`src/rtl/gpio_setclr_bank.sv`:
```
module gpio_setclr_bank #(
  parameter logic [31:0] RESV_MASK = 32'hE080_0000
) (
  input  logic        clk,
  input  logic        rst_n,
  input  logic        bus_wr,
  input  logic [7:0]  bus_addr,
  input  logic [31:0] bus_wdata,
  output logic [31:0] bus_rdata,
  input  logic [31:0] pin_in,
  output logic [31:0] pin_out,
  output logic [31:0] pin_oe
);
  localparam int NREG = 6;
  localparam logic [6:0] LEVEL_OFS = 7'h18;

  logic [31:0] cfg_q [NREG];
  logic [31:0] sync1_q, sync2_q;
  logic [15:0] bank_sel;

  wire       hi_bank = bus_addr[7];
  wire [6:0] ofs     = bus_addr[6:0];
  wire       cfg_hit = (ofs[1:0] == 2'b00) && (ofs[6:2] < 5'(NREG));

  function automatic logic [31:0] merge(input logic [31:0] old, input logic hi,
                                        input logic [31:0] w);
    logic [31:0] s, c;
    s = hi ? {w[15:0], 16'h0}  : {16'h0, w[15:0]};
    c = hi ? {w[31:16], 16'h0} : {16'h0, w[31:16]};
    return (old | s) & ~c & ~RESV_MASK;
  endfunction

  for (genvar r = 0; r < NREG; r++) begin : g_cfg
    always_ff @(posedge clk or negedge rst_n)
      if (!rst_n)
        cfg_q[r] <= '0;
      else if (bus_wr && cfg_hit && ofs[4:2] == 3'(r))
        cfg_q[r] <= merge(cfg_q[r], hi_bank, bus_wdata);
  end

  always_ff @(posedge clk or negedge rst_n)
    if (!rst_n) begin
      sync1_q <= '0;
      sync2_q <= '0;
    end else begin
      sync1_q <= pin_in;
      sync2_q <= sync1_q;
    end

  always_comb begin
    logic [31:0] word;
    word = '0;
    if (ofs == LEVEL_OFS)
      word = sync2_q & ~RESV_MASK;
    else if (cfg_hit)
      for (int r = 0; r < NREG; r++)
        if (ofs[4:2] == 3'(r)) word = cfg_q[r];
    bank_sel = hi_bank ? word[31:16] : word[15:0];
  end

  assign bus_rdata = {16'h0, bank_sel};
  assign pin_out   = cfg_q[0];
  assign pin_oe    = cfg_q[1] & ~cfg_q[3] & ~cfg_q[4];
endmodule

```
`config.mk`:
```
export PLATFORM = sky130hd
export DESIGN_NAME = gpio_setclr_bank
export DESIGN_NICKNAME = d
export VERILOG_FILES = /design/src/rtl/gpio_setclr_bank.sv
export SDC_FILE = /design/constraint.sdc
export NUM_CORES = 1
export LEC_CHECK = 0
export ABC_AREA = 1
export BUFFER_PORTS_ARGS = -buffer_cell sky130_fd_sc_hd__buf_2
export CELL_PAD_IN_SITES_DETAIL_PLACEMENT = 0
export CELL_PAD_IN_SITES_GLOBAL_PLACEMENT = 2
export CORE_UTILIZATION = 37
export DETAILED_ROUTE_END_ITERATION = 8
export PLACE_DENSITY_LB_ADDON = 0.1
export SYNTH_ARGS = -nofsm -noshare
export SYNTH_HDL_FRONTEND = slang
export SYNTH_SLANG_ARGS = --single-unit
export TNS_END_PERCENT = 30
```
`constraint.sdc`:
```
create_clock -name clk -period 2.6 [get_ports clk]
set_input_delay 0.52 -clock clk [delete_from_list [all_inputs] [get_ports clk]]
set_output_delay 0.52 -clock clk [all_outputs]
set_load 0.03 [all_outputs]
```
# After elaboration in Yosys (flattened, before gate mapping)
# Index checks and enable logic that the tools add are counted.
# totals
reg_bits	226
latch_bits	0
ramBits	0
romBits	0
output_inout_bits	96
mem_count	0
# classes
n_addsub	0
mul	0
n_div	0
n_lt_le_gt_ge	1
eq_ne	6
n_shift	0
mux	11
bitwise_logic	17
reduce_logical	10
# op_table
op	count
two-way mux 32 bit	6
AND 29 bit	6
bitwise OR 29 bit	6
two-way mux 29 bit	4
inverter 29 -> 32 bit	2
AND 29 x 32 -> 32 bit	1
AND 32 bit	1
inverter 29 bit	1
two-way mux 16 bit	1
logical AND 1 bit	8
== test 7 x 5 -> 1 bit, second input constant	1
== test 3 x 2 -> 1 bit, second input constant	2
== test 3 bit, second input constant	2
< comparator 5 x 3 -> 1 bit, second input constant	1
== test 3 x 1 -> 1 bit, second input constant	1
logical NOT 3 bit	1
logical NOT 2 bit	1

# Logic depth before layout (Yosys ltp)
# logic_depth
ltp_word	10
depth_mapped	13
ltp_nobuf	11

# Least setup slack after synthesis
# OpenSTA, ideal clock, no wires.
# synth_path
path_kind	input-to-output
from	input port bus_addr[4]
to	output port bus_rdata[13]
t_arrival_ps	1944
required_ps	2080
slack_ps	136
path_stages	8
n_path_buf	2
cell_sequence	buf_4 -> inv_2 -> nor3_4 -> clkbuf_1 -> a21oi_1 -> nand2_1 -> nand2_1 -> a21oi_1
# synth_via
elab_chain_len	10
# synth_lines
item	line	source
from (decl)	7	input logic [7:0] bus_addr,
logical NOT 3 bit	57	if (ofs[4:2] == 3'(r)) word = cfg_q[r];
two-way mux 29 bit (2 in a row)	57	
two-way mux 32 bit (4 in a row)	57	
two-way mux 32 bit	55	else if (cfg_hit)
two-way mux 32 bit (*)	53	if (ofs == LEVEL_OFS)
two-way mux 16 bit (*)	58	bank_sel = hi_bank ? word[31:16] : word[15:0];
to (decl)	9	output logic [31:0] bus_rdata,
# Mark *: on every way between the ends. The rest lies on a longest branch, timed or not.

# Worst setup path after layout
# layout_path
from	input port bus_addr[2]
to	output port bus_rdata[6]
# The elaborated chain is that of the path after synthesis.

==> flow_summary_export.csv <==
group,metric,value,unit
synth,synth_xor_area_share,0,%
placement,hpwl,26600,um
route,wire_per_inst,21.1,um
synth,synth_top_family_by_area,"simple AND/OR/NAND/NOR gates",
synth,postSynthAreaPerCell,8.40,um^2
finish,layout.nets,1563,
finish,ff_latch_area,5610,um^2
critical_path,rr_startpoint,"cfg_q[138]$_DFFE_PN0P_",
synth,muxShareOfSynthArea,0,%
critical_path,required,2.08,ns
critical_path,critPathArrivalTime,2.01,ns
critical_path,worst-r2r-setup-slack,1.77,ns
route,viasPerCell,5.21,
timing,drv_slew,0,
timing,fin_crit_sh,97.4,%
hold_path,min_to,"sync1_q[6]$_DFF_PN0_",
route,drcViolationCount,0,
floorplanning,rows,63,
timing,hold_viol,0,
timing,fin_tns_setup,0,ns
floorplanning,initial_core_util,37.7,%
placement,io_buffers,142,
hold_path,whs_path_depth,1,
grt,grt_pass1_vias,9657,
status,status,"completed",
floorplanning,dieArea,31100,um^2
floorplanning,die_w,176,um
synth,synth_area_leaders,"dfrtp_1, nand2_1, nor2_1",
grt,track_usage,25.9,%
hold_path,holdCritPathClass,"in2reg",
placement,place_congestion,0.821,
floorplanning,io_pins,171,
synth,yosysTopAreaCell,"dfrtp_1",
timing,fin_crit,2.53,ns
grt,grt_max_degree,65,
cts,cts_htree_levels,1,
synth,synth_compound_area_share,18.6,%
finish,area_growth,22.2,%
synth,post_synth_fa_ha_maj_area_fraction,0,%
power_and_ir_drop,leakage,0.00709,uW
timing,fmax,395,MHz
synth,synth_cells,1339,
finish,layout-drive-gt1-share,20.6,%
synth,ys.flop_type,"dfrtp_1",
floorplanning,fp.dieH,176,um
cts,clk_latency,0.55,ns
power_and_ir_drop,p_total,8560,uW
synth,synthSimpleGateAreaFrac,20.5,%
grt,grt-ovfl-total,0,
flow_run,max_cap_violations,0,
cts,clockRootBuffer,"clkbuf_16",
critical_path,end_kind,"primary output",
critical_path,worstPathMaxFanout,7,
synth,synth-edff-count,0,
timing,tightestPinTransition,0.645,ns
cts,cts_buffers,27,
critical_path,reg2reg_to,"cfg_q[138]$_DFFE_PN0P_",
route,vias,9886,
route,wl,40000,um
synth,ys_ff_latch,224,
finish,nFillCells,2998,
power_and_ir_drop,vdd_drop_max,0.563,mV
power_and_ir_drop,pwr_density_cell,623,nW/um^2
hold_path,min_from,"pin_in[6]",
finish,num_antenna_cells,0,
cts,clkTransAtPathRegs,0.06,ns
grt,grt_pass1_wl,59600,um
cts,clock-sinks,224,
route,ant_nets,0,
critical_path,cp-start-kind,"input pin",
timing,fin_skew,0.00647,ns
finish,multiInputGateArea,4560,um^2
grt,antenna_found_initial,0,
critical_path,worstRegToRegCells,3,
route,first_pass_iters,5,
timing,slew_headroom,56.8,%
synth,ys_seq_area_share,49.8,%
route,drtIter0Drc,646,
synth,async_reset_ff_share,100,%
critical_path,path_class,"in2out",
cts,cts_buffer_depth,3,
cts,tritoncts,"done",
synth,synth_top_area_share,49.8,%
synth,syn_area,11200,um^2
synth,yosys_warnings,0,
floorplanning,core,29800,um^2
synth,yosysUniqueCellTypes,31,
timing,finalSetupViolations,0,
==> layout by cell type, fill, tap and decap left out, types with 3 or more instances in the layout <==
cell type  instances
o22a_1            12
clkbuf_16         28
o211ai_1          12
conb_1            24
inv_1            130
buf_2            125
buf_6              4
a21oi_1           11
a31oi_1           15
o21a_1            47
buf_12            21
dfrtp_1          224
nand2_1          231
bufinv_16          3
buf_4             63
nand4_1           27
o21ai_0           97
clkbuf_4           5
or2_2             12
a21boi_1           9
clkbuf_1           5
nor3_1            31
a2bb2oi_1         64
nor2_1           163
nand3_1           53
nor2_4             4
a21boi_0          36
nand2_2           16
inv_6              7
inv_2              6
==> power by group <==
| part | leakage (uW) | switching [uW] | internal [uW] |
|---|---|---|---|
| clock | 0.000439 | 1600 | 2290 |
| combinational | 0.00405 | 652 | 315 |
| sequential | 0.00260 | 73.9 | 3630 |
| total | 0.00709 | 2330 | 6230 |
==> worst max path at each step <==
stage	startpoint	cells past startpoint	end	slack (ns)
finish	bus_addr[2]	11	bus_rdata[6]	0.07
global route	bus_addr[2]	11	bus_rdata[0]	-0.008
CTS	bus_addr[2]	10	bus_rdata[1]	0.001
floorplan	bus_addr[4]	8	bus_rdata[13]	0.14
global placement	bus_addr[4]	11	bus_rdata[2]	-0.05
detailed placement	bus_addr[3]	12	bus_rdata[3]	-0.05
==> final cells by class <==
type                    instances  area share (%)
clock buffers                  34            5.25
clock inverters                14            1.29
inverters                     139            3.81
multi-input cells             874            33.2
flip-flops and latches        224            40.8
well taps                     390            3.55
repair buffers                222            12.1
==> state kept, by name (all words and copies together) (netlist names) <==
signal,count
sync1_q,28
pin_out,28
sync2_q,28
cfg_q,140
==> metrics by stage <==
| stage | cells | instance area, um^2 | hold WS [ns] | worst slack, ns | util (%) |
|---|---|---|---|---|---|
| after floorplan | 1362 | 11300 | 0.224 | 0.136 | - |
| after global placement | 1845 | 12700 | 0.333 | -0.0485 | 42.5 |
| after detailed placement | 1845 | 12700 | 0.335 | -0.0474 | 42.5 |
| after CTS | 1894 | 13600 | 0.0505 | 0.00104 | 45.6 |
| after global routing | 1897 | 13700 | 0.0513 | -0.00810 | 46.1 |
| final | 1897 | 13700 | 0.0721 | 0.0688 | 46.1 |
==> worst max-delay path, stage by stage <==
cell and delay (ns):
buf_6 0.12, buf_4 0.13, inv_2 0.05, buf_4 0.13, nor3_4 0.28, buf_12 0.18, buf_8 0.14, a31oi_1 0.08
nand2_1 0.13, nand2_2 0.07, buf_4 0.17
==> what timing repair did <==
item | 4_1_cts | 5_1_grt
endpoints found under the setup margin | 8 | 14
hold buffers | 1 | 0
gates resized for setup | 8 | 46
pin swaps | 0 | 5
cloned | 0 | 1
setup buffers | 0 | 2
endpoints found under the hold margin | 45 | 0
==> cells in the mapped netlist, types with 32 or more instances <==
| library cell | instances |
|---|---|
| nor3_1 | 32 |
| o21ai_0 | 99 |
| o21a_1 | 47 |
| buf_4 | 55 |
| dfrtp_1 | 224 |
| inv_1 | 130 |
| nand3_1 | 54 |
| clkbuf_1 | 40 |
| a21boi_0 | 36 |
| nand2_1 | 245 |
| nor2_1 | 164 |
| a2bb2oi_1 | 64 |
==> layer usage <==
metal  global-route usage, %  wire length, um  part of all wire, %
met1                    36.1            18200                   46
met2                    41.8            18400                   46
met3                    3.25             2090                  5.2
met4                    8.19             1320                  3.3
met5                       0                0                    0
==> cells by family (layout without fill, tap and decap cells) <==
family | Yosys count | after routing
buffers and inverters | 264 | 409
other | 1 | 24
flip-flops | 224 | 224
AND/OR/NAND/NOR | 544 | 544
AO/OA/AOI/OAI | 306 | 306
(Power assumes the default switching activity.)
